--- src/rtl/tpseq_pkg.sv ---
package tpseq_pkg;
  typedef enum logic [1:0] {ST_IDLE, ST_RUN, ST_FIN} seqState_t;

  // control -> datapath strobes
  typedef struct packed {
    logic load;     // capture configuration, clear counters
    logic advance;  // current pair accepted
  } seqStrobe_t;

  // datapath -> control status
  typedef struct packed {
    logic exhausted;  // an operand has no enabled position below VL
    logic dstScalar;  // destination captured as scalar
  } seqStatus_t;
endpackage

--- src/rtl/tpseq_skip.sv ---
// Priority search: lowest enabled mask position at or above 'from'.
module tpseq_skip #(
  parameter int MAX_VL = 16,
  parameter int IDX_W  = $clog2(MAX_VL + 1)
) (
  input  logic [MAX_VL-1:0] mask,
  input  logic [IDX_W-1:0]  from,
  input  logic              isVec,
  output logic [IDX_W-1:0]  pos
);
  always_comb begin
    pos = isVec ? IDX_W'(MAX_VL) : from;
    if (isVec) begin
      for (int k = MAX_VL - 1; k >= 0; k--) begin
        if (mask[k] && (IDX_W'(k) >= from)) pos = IDX_W'(k);
      end
    end
  end
endmodule

--- src/rtl/tpseq_lane.sv ---
// One operand: captured base, mode, mask and its own element counter.
module tpseq_lane
  import tpseq_pkg::*;
#(
  parameter int REG_W  = 5,
  parameter int MAX_VL = 16,
  parameter int IDX_W  = $clog2(MAX_VL + 1)
) (
  input  logic              clk,
  input  logic              rstN,
  input  seqStrobe_t        strobe,
  input  logic [REG_W-1:0]  rawReg,
  input  logic              redirEn,
  input  logic [REG_W-1:0]  redirIdx,
  input  logic              isVec,
  input  logic [MAX_VL-1:0] mask,
  output logic [IDX_W-1:0]  pos,
  output logic [REG_W-1:0]  regOut,
  output logic              isVecQ
);
  localparam int SUM_W = REG_W + IDX_W;

  logic [REG_W-1:0]  baseQ;
  logic [MAX_VL-1:0] maskQ;
  logic [IDX_W-1:0]  cntQ;
  logic [SUM_W-1:0]  sum;

  always_ff @(posedge clk) begin
    if (!rstN) begin
      baseQ  <= '0;
      isVecQ <= 1'b0;
      maskQ  <= '0;
      cntQ   <= '0;
    end else if (strobe.load) begin
      baseQ  <= redirEn ? redirIdx : rawReg;
      isVecQ <= isVec;
      maskQ  <= mask;
      cntQ   <= '0;
    end else if (strobe.advance && isVecQ) begin
      cntQ <= pos + IDX_W'(1);
    end
  end

  tpseq_skip #(.MAX_VL(MAX_VL), .IDX_W(IDX_W)) u_skip (
    .mask(maskQ), .from(cntQ), .isVec(isVecQ), .pos(pos)
  );

  assign sum    = SUM_W'(baseQ) + SUM_W'(pos);
  assign regOut = isVecQ ? sum[REG_W-1:0] : baseQ;
endmodule

--- src/rtl/tpseq_dp.sv ---
// Datapath: two operand lanes plus the captured vector length.
module tpseq_dp
  import tpseq_pkg::*;
#(
  parameter int REG_W  = 5,
  parameter int MAX_VL = 16,
  parameter int IDX_W  = $clog2(MAX_VL + 1)
) (
  input  logic              clk,
  input  logic              rstN,
  input  seqStrobe_t        strobe,
  input  logic [REG_W-1:0]  srcReg,
  input  logic              srcIsVec,
  input  logic              srcRedirEn,
  input  logic [REG_W-1:0]  srcRedirIdx,
  input  logic [MAX_VL-1:0] srcMask,
  input  logic [REG_W-1:0]  dstReg,
  input  logic              dstIsVec,
  input  logic              dstRedirEn,
  input  logic [REG_W-1:0]  dstRedirIdx,
  input  logic [MAX_VL-1:0] dstMask,
  input  logic [IDX_W-1:0]  vl,
  output seqStatus_t        status,
  output logic [REG_W-1:0]  pairSrc,
  output logic [REG_W-1:0]  pairDst
);
  localparam int NLANE = 2;  // lane 0 = source, lane 1 = destination

  logic [NLANE-1:0][REG_W-1:0]  rawReg, redirIdx, regOut;
  logic [NLANE-1:0][MAX_VL-1:0] mask;
  logic [NLANE-1:0][IDX_W-1:0]  pos;
  logic [NLANE-1:0]             redirEn, isVec, isVecQ, laneOut;
  logic [IDX_W-1:0]             vlQ;

  assign rawReg   = {dstReg, srcReg};
  assign redirIdx = {dstRedirIdx, srcRedirIdx};
  assign mask     = {dstMask, srcMask};
  assign redirEn  = {dstRedirEn, srcRedirEn};
  assign isVec    = {dstIsVec, srcIsVec};

  always_ff @(posedge clk) begin
    if (!rstN)            vlQ <= '0;
    else if (strobe.load) vlQ <= (vl > IDX_W'(MAX_VL)) ? IDX_W'(MAX_VL) : vl;
  end

  for (genvar g = 0; g < NLANE; g++) begin : gLane
    tpseq_lane #(.REG_W(REG_W), .MAX_VL(MAX_VL), .IDX_W(IDX_W)) u_lane (
      .clk(clk), .rstN(rstN), .strobe(strobe),
      .rawReg(rawReg[g]), .redirEn(redirEn[g]), .redirIdx(redirIdx[g]),
      .isVec(isVec[g]), .mask(mask[g]),
      .pos(pos[g]), .regOut(regOut[g]), .isVecQ(isVecQ[g])
    );
    assign laneOut[g] = (pos[g] >= vlQ);
  end

  assign status.exhausted = |laneOut;
  assign status.dstScalar = !isVecQ[1];
  assign pairSrc = regOut[0];
  assign pairDst = regOut[1];
endmodule

--- src/rtl/tpseq_ctrl.sv ---
// Control FSM: idle -> run -> finish (done) -> idle.
module tpseq_ctrl
  import tpseq_pkg::*;
(
  input  logic       clk,
  input  logic       rstN,
  input  logic       start,
  input  logic       pairReady,
  input  seqStatus_t status,
  output seqStrobe_t strobe,
  output logic       pairValid,
  output logic       busy,
  output logic       done
);
  seqState_t stateQ, stateD;

  always_comb begin
    pairValid      = (stateQ == ST_RUN) && !status.exhausted;
    strobe.load    = (stateQ == ST_IDLE) && start;
    strobe.advance = pairValid && pairReady;
    stateD = stateQ;
    unique case (stateQ)
      ST_IDLE: if (start) stateD = ST_RUN;
      ST_RUN: begin
        if (status.exhausted) stateD = ST_FIN;
        else if (strobe.advance && status.dstScalar) stateD = ST_FIN;
      end
      ST_FIN:  stateD = ST_IDLE;
      default: stateD = ST_IDLE;
    endcase
  end

  always_ff @(posedge clk) begin
    if (!rstN) stateQ <= ST_IDLE;
    else       stateQ <= stateD;
  end

  assign busy = (stateQ != ST_IDLE);
  assign done = (stateQ == ST_FIN);
endmodule

--- src/rtl/tpseq_top.sv ---
module tpseq_top
  import tpseq_pkg::*;
#(
  parameter int REG_W  = 5,
  parameter int MAX_VL = 16,
  parameter int IDX_W  = $clog2(MAX_VL + 1)
) (
  input  logic              clk,
  input  logic              rstN,
  input  logic              start,
  input  logic [REG_W-1:0]  srcReg,
  input  logic              srcIsVec,
  input  logic              srcRedirEn,
  input  logic [REG_W-1:0]  srcRedirIdx,
  input  logic [MAX_VL-1:0] srcMask,
  input  logic [REG_W-1:0]  dstReg,
  input  logic              dstIsVec,
  input  logic              dstRedirEn,
  input  logic [REG_W-1:0]  dstRedirIdx,
  input  logic [MAX_VL-1:0] dstMask,
  input  logic [IDX_W-1:0]  vl,
  output logic              busy,
  output logic              pairValid,
  input  logic              pairReady,
  output logic [REG_W-1:0]  pairSrc,
  output logic [REG_W-1:0]  pairDst,
  output logic              done
);
  seqStrobe_t strobe;
  seqStatus_t status;

  tpseq_ctrl u_ctrl (
    .clk(clk), .rstN(rstN), .start(start), .pairReady(pairReady),
    .status(status), .strobe(strobe), .pairValid(pairValid),
    .busy(busy), .done(done)
  );

  tpseq_dp #(.REG_W(REG_W), .MAX_VL(MAX_VL), .IDX_W(IDX_W)) u_dp (
    .clk(clk), .rstN(rstN), .strobe(strobe),
    .srcReg(srcReg), .srcIsVec(srcIsVec), .srcRedirEn(srcRedirEn),
    .srcRedirIdx(srcRedirIdx), .srcMask(srcMask),
    .dstReg(dstReg), .dstIsVec(dstIsVec), .dstRedirEn(dstRedirEn),
    .dstRedirIdx(dstRedirIdx), .dstMask(dstMask),
    .vl(vl), .status(status), .pairSrc(pairSrc), .pairDst(pairDst)
  );
endmodule

--- config.mk ---
export PLATFORM = sky130hd
export DESIGN_NAME = tpseq_top
export DESIGN_NICKNAME = d
export VERILOG_FILES = /design/src/rtl/tpseq_pkg.sv /design/src/rtl/tpseq_skip.sv /design/src/rtl/tpseq_lane.sv /design/src/rtl/tpseq_dp.sv /design/src/rtl/tpseq_ctrl.sv /design/src/rtl/tpseq_top.sv
export SDC_FILE = /design/constraint.sdc
export NUM_CORES = 1
export LEC_CHECK = 0
export ABC_AREA = 1
export BUFFER_PORTS_ARGS = -buffer_cell sky130_fd_sc_hd__buf_2
export CELL_PAD_IN_SITES_DETAIL_PLACEMENT = 0
export CELL_PAD_IN_SITES_GLOBAL_PLACEMENT = 1
export CORE_MARGIN = 2
export CORE_UTILIZATION = 40
export DETAILED_ROUTE_END_ITERATION = 12
export GPL_TIMING_DRIVEN = 0
export PLACE_DENSITY = 0.91
export SYNTH_ARGS = -nofsm -noshare
export SYNTH_HDL_FRONTEND = slang
export SYNTH_SLANG_ARGS = --single-unit
--- constraint.sdc ---
create_clock -name clk -period 5.24 [get_ports clk]
set_input_delay 0.524 -clock clk [delete_from_list [all_inputs] [get_ports clk]]
set_output_delay 0.524 -clock clk [all_outputs]
set_load 0.05 [all_outputs]
# After elaboration in Yosys (flattened, before gate mapping)
# Index checks and enable logic that the tools add are counted.
# word_totals
out_inout_bits	13
word_cells	144
reg_bits	61
inputBits	65
# op_classes
eq_ne	4
add_sub_neg	4
n_bitwise	1
n_lt_le_gt_ge	35
n_reduce_logical	45
mux	45
# ops
cell	n
2-to-1 mux 5 bit	41
>= comparator 4 x 5 -> 1 bit, first input constant	16
>= comparator 3 x 5 -> 1 bit, first input constant	8
logical AND 1 bit	38
>= comparator 1 x 5 -> 1 bit, first input constant	4
>= comparator 2 x 5 -> 1 bit, first input constant	4
adder 5 x 1 -> 5 bit, second input constant	2
adder 5 bit	2
>= comparator 5 bit	2
2-to-1 mux 2 bit	3
greater-than comparator 5 bit, second input constant	1
one-hot mux 2 bit (2 select lines)	1
OR reduction 2 bit	2
!= test 3 x 2 -> 1 bit, second input constant	1
== test 2 x 1 -> 1 bit, second input constant	1
== test 2 bit, second input constant	1
logical NOT 1 bit	2
logical NOT 2 bit	1
!= test 2 bit, second input constant	1
AND reduction 2 bit	1
nonzero test 2 bit	1
inverter 1 bit	1

# Longest topological paths before layout
# logic_depth
word_depth	28
ltp_mapped	29
ltp_nobuf	28

# By module
# From an unflattened synthesis, not the netlist that was laid out.
# hier_totals
cells_unflattened	632
hier_area_um2	4028.9
# by_module_without_submodules
module	seq_area_each_um2	cells_each	n_inst	area_each_um2
tpseq_lane	540.5	179	2	1305.0
tpseq_skip	0.0	95	2	427.9
tpseq_dp	100.1	63	1	432.9
tpseq_ctrl	40.0	21	1	130.1

# Least setup slack after synthesis
# No wires, ideal clock.
# synth_timing
path_kind	register -> output
start	register u_dp.gLane[1].u_lane.cntQ[4]
end	output port pairDst[2]
path_slack_ns	1.537
path_stages_with_launch	18
arrival_time_ns	3.179
required_ns	4.716
n_path_buf	0
path_cell_list	dfxtp_1 nor2_2 inv_4 nor3_2 nor2_1 o21a_1 nand2_1 nand2_1 nand2_1 nand2_1 nand2_1 nand2_1 nand2_1 ha_1 inv_1 fa_1 xor2_1 o21ai_0
# synth_via
elab_chain_len	21
word_cells_on_any_way	51
cone_classes	1 x add/sub; 16 x order compare; 18 x mux; 16 x reduce/logical
# synth_lines
element	line_no	source
start: declaration	tpseq_lane.sv:25	logic [IDX_W-1:0] cntQ;
start signal: assignment	tpseq_lane.sv:40	cntQ <= pos + IDX_W'(1);
>= comparator 4 x 5 -> 1 bit	tpseq_skip.sv:15	if (mask[k] && (IDX_W'(k) >= from)) pos = IDX_W'(k);
logical AND 1 bit	tpseq_skip.sv:15	
2-to-1 mux 5 bit (15 in a row)	tpseq_skip.sv:15	
2-to-1 mux 5 bit (*)	tpseq_skip.sv:15	
2-to-1 mux 5 bit (*)	tpseq_skip.sv:13	if (isVec) begin
adder 5 bit (*)	tpseq_lane.sv:48	assign sum = SUM_W'(baseQ) + SUM_W'(pos);
2-to-1 mux 5 bit (*)	tpseq_lane.sv:49	assign regOut = isVecQ ? sum[REG_W-1:0] : baseQ;
end: declaration	tpseq_top.sv:26	output logic [REG_W-1:0] pairDst,
# Every way passes the cells marked *; elsewhere a longest branch is shown, timed or not.

# Final worst setup path
# layout_timing
start	register u_dp.gLane[0].u_lane.cntQ[3]
end	output port pairSrc[4]
# layout_via
elab_chain_len	21
word_cells_on_any_way	52
cone_classes	1 x add/sub; 16 x order compare; 19 x mux; 16 x reduce/logical
# layout_lines
element	line_no	source
start: declaration	tpseq_lane.sv:25	
start signal: assignment	tpseq_lane.sv:40	
>= comparator 4 x 5 -> 1 bit	tpseq_skip.sv:15	
logical AND 1 bit	tpseq_skip.sv:15	
2-to-1 mux 5 bit (16 in a row)	tpseq_skip.sv:15	
2-to-1 mux 5 bit (*)	tpseq_skip.sv:13	
adder 5 bit (*)	tpseq_lane.sv:48	
2-to-1 mux 5 bit (*)	tpseq_lane.sv:49	
end: declaration	tpseq_top.sv:25	output logic [REG_W-1:0] pairSrc,
# Marks and branches as above.

==> results.sh <==
export IMPL_ioPinCount=78
export IMPL_die_h_microns=102.1
export IMPL_synth_compound_area_share_pct=21.31
export IMPL_leakage_nw=2.273
export IMPL_status="completed"
export IMPL_dpl_worst_slack_ps=1518
export IMPL_syn_area_sq_mm=0.003846
export IMPL_top_layer_used="met4"
export IMPL_power_density_mw_per_mm2=282.0
export IMPL_clock_latency_ps=350
export IMPL_fmax_ghz=0.2418
export IMPL_regArea_sq_mm=0.001221
export IMPL_min_path_type="input port to flip-flop"
export IMPL_wl_met1_microns=5207
export IMPL_layout_commonest_cell="nand2_1"
export IMPL_synth_cells=535
export IMPL_report_final_slew_viol_count=0
export IMPL_nFillCells=957
export IMPL_fp_row_count=35
export IMPL_setup_viol=0
export IMPL_fin_cells=755
export IMPL_crit_path_max_incr_delay_ps=490
export IMPL_grt_usage_pct=21.23
export IMPL_dieArea_sq_mm=0.01042
export IMPL_hold_violations=0
export IMPL_cts_buffers=9
export IMPL_synthFlopType="dfxtp_1"
export IMPL_synth_xor_area_share_pct=2.049
export IMPL_critPathArrivalTime_ps=3610
export IMPL_synthSimpleGateAreaFrac_pct=25.24
export IMPL_pwr_share_clk_pct=39.6
export IMPL_swShare_pct=29.19
export IMPL_vias=3781
export IMPL_finClkSkew_ps=10.85
export IMPL_crit_fanout=7
export IMPL_grt_pass1_wl_microns=17130
export IMPL_tightest_slew_ps=617.5
export IMPL_port_buffers=75
export IMPL_multi_input_area_sq_mm=0.002230
export IMPL_worst_path_most_repeated_cell="nand2_1"
export IMPL_vdd_drop_max_mv=0.1908
export IMPL_setup_ws_ps=1104
export IMPL_cts_tree="done"
export IMPL_grt_pass1_vias=3580
export IMPL_synth_distinct_cells=49
export IMPL_ant_nets=0
export IMPL_synth_edf_count=0
export IMPL_share_comb_of_total_power_pct=21.3
export IMPL_start_kind="flip-flop"
export IMPL_wl_met3_microns=615
export IMPL_htreeDepth=3
export IMPL_dr_pass1_iters=4
export IMPL_yosys_warnings=0
export IMPL_drc=0
export IMPL_critical_path_class="flip-flop to output port"
export IMPL_wire_per_inst_microns=13.76
export IMPL_syn_avg_cell_area_sq_um=7.189
export IMPL_drive_gt1_share_pct=23.32
export IMPL_avgViaCountPerCell=5.008
export IMPL_ys_async_sr_fraction_pct=0
export IMPL_antenna_found_initial=0
export IMPL_grt_max_degree=11
export IMPL_hold_buffers=0
export IMPL_drtIter0Drc=168
export IMPL_cp_end_kind="output port"
export IMPL_seqPwrFrac_pct=39.1
export IMPL_clkSinkCount=61
export IMPL_synth_mux_area_share_pct=1.822
export IMPL_fin_crit_ps=4136
export IMPL_path_clk_slew_ps=70
export IMPL_core_area_sq_mm=0.009284
export IMPL_rsz0062_at_grt="false"
export IMPL_dpl_cell_count=739
export IMPL_max_cap_violations=0
export IMPL_p_sw_uw=380.6
export IMPL_ys_seq_area_share_pct=31.75
export IMPL_antenna_cells=0
export IMPL_post_cts_repair_setup_buffers=0
export IMPL_gp_congestion=0.8652
export IMPL_synth_top_family_by_area="simple AND/OR/NAND/NOR gates"
export IMPL_mostFrequentLayoutCells="nand2_1, buf_2, inv_1, dfxtp_1, nand3_1"
export IMPL_clock_root_buffer="clkbuf_8"
export IMPL_die_x_microns=102.1
export IMPL_cts_resized_gates=0
export IMPL_period_share_pct=78.93
export IMPL_synth_seq_cells=61
export IMPL_synthesis_nets=622
export IMPL_final_net_count=708
export IMPL_synth_fa_ha_area_share_pct=7.547
export IMPL_clk_path_buf_depth=2
export IMPL_wl_met2_microns=4444
export IMPL_cpMaxStageDelayCell="dfxtp_1"
export IMPL_internal_power_uw=923.1
export IMPL_dp_hpwl_microns=8166
export IMPL_initial_core_util_pct=41.43
export IMPL_setup_tns_ps=0
export IMPL_synthToLayoutAreaGrowth_pct=20.20
export IMPL_maxSlewHeadroom_pct=58.83
export IMPL_routed_wl_microns=10390
export IMPL_overflow=0
export IMPL_cp_required_ps=4720
## per-stage QoR
stage	hold slack (ps)	utilization, %	instance area (sq um)	power, mW
global route	376.3	49.80	4623	1.376
detailed placement	442.9	47.21	4383	0.7961
CTS	354.8	49.80	4623	1.317
global placement	434.9	47.21	4383	0.7899
finish	366.4	49.80	4623	1.304
floorplan	415.4	-	3846	0.7138
## flip-flops by register name, summed over array words and instances (netlist names)
signal	cells
u_dp.vlQ	5
u_dp.gLane.u_lane.baseQ	10
u_ctrl.stateQ	2
u_dp.gLane.u_lane.isVecQ	2
u_dp.gLane.u_lane.maskQ	32
u_dp.gLane.u_lane.cntQ	10
## cell type report
cell class	instances	area share [%]
timing repair buffer	75	8.119
tap	129	3.491
clock inverter	4	2.057
clock buffer	12	3.139
sequential	61	26.41
inverter	86	7.037
multi-input combinational	373	48.23
buffer	15	1.516
## cell families after synthesis
kind of cell / after synthesis
muxes: 7
buffers and inverters: 101
and+or+nand+nor: 212
adders and majority gates: 22
AOI/OAI and AO/OA: 123
xor gates and xnor gates: 9
DFF: 61
## worst max-delay path: cells and delay by family, from the launching register on
kind            cells  cell delay (ps)
flops               1              490
simple gates       17             1230
compound gates      3              380
xor+xnor            1              150
fa+ha+maj           2              530
buf+inv             4              500
## cells in the mapped netlist, drive strengths merged, types with 8 or more instances
master	count	area share (%)
nor2	40	4.6
nand2	112	11
dfxtp	61	32
o21ai	47	6.6
ha	20	6.5
clkbuf	9	0.88
nand3	38	5.1
nand4	8	1.3
a21oi	28	4.4
o22ai	8	1.3
inv	84	8.3
a22o	22	5.0
## routing by layer
| metal | up-vias | global-route usage, % |
|---|---|---|
| li1 | 1967 | - |
| met5 | - | 0 |
| met2 | 114 | 32.79 |
| met3 | 10 | 3.967 |
| met1 | 1690 | 29.83 |
| met4 | 0 | 7.179 |
## power by group through the flow
stage	logic, mW	registers, mW	clock network, mW
after CTS	0.279	0.509	0.529
after floorplan	0.200	0.514	0
after global routing	0.313	0.512	0.551
after global placement	0.271	0.518	0
after detailed placement	0.277	0.519	0
final	0.278	0.509	0.516
## worst paths after layout
check,to,slack (ps),cells past startpoint,start
max,pairSrc[4],1100,27,u_dp.gLane[0].u_lane.cntQ[3]
min,u_dp.gLane[1].u_lane.maskQ[8],370,3,dstMask[8]
min reg2reg,u_dp.gLane[0].u_lane.maskQ[13],450,2,u_dp.gLane[0].u_lane.maskQ[13]
max reg2reg,u_dp.gLane[0].u_lane.cntQ[3],1590,22,u_dp.gLane[1].u_lane.cntQ[3]
No activity file was read; power rests on OpenSTA's default activity.
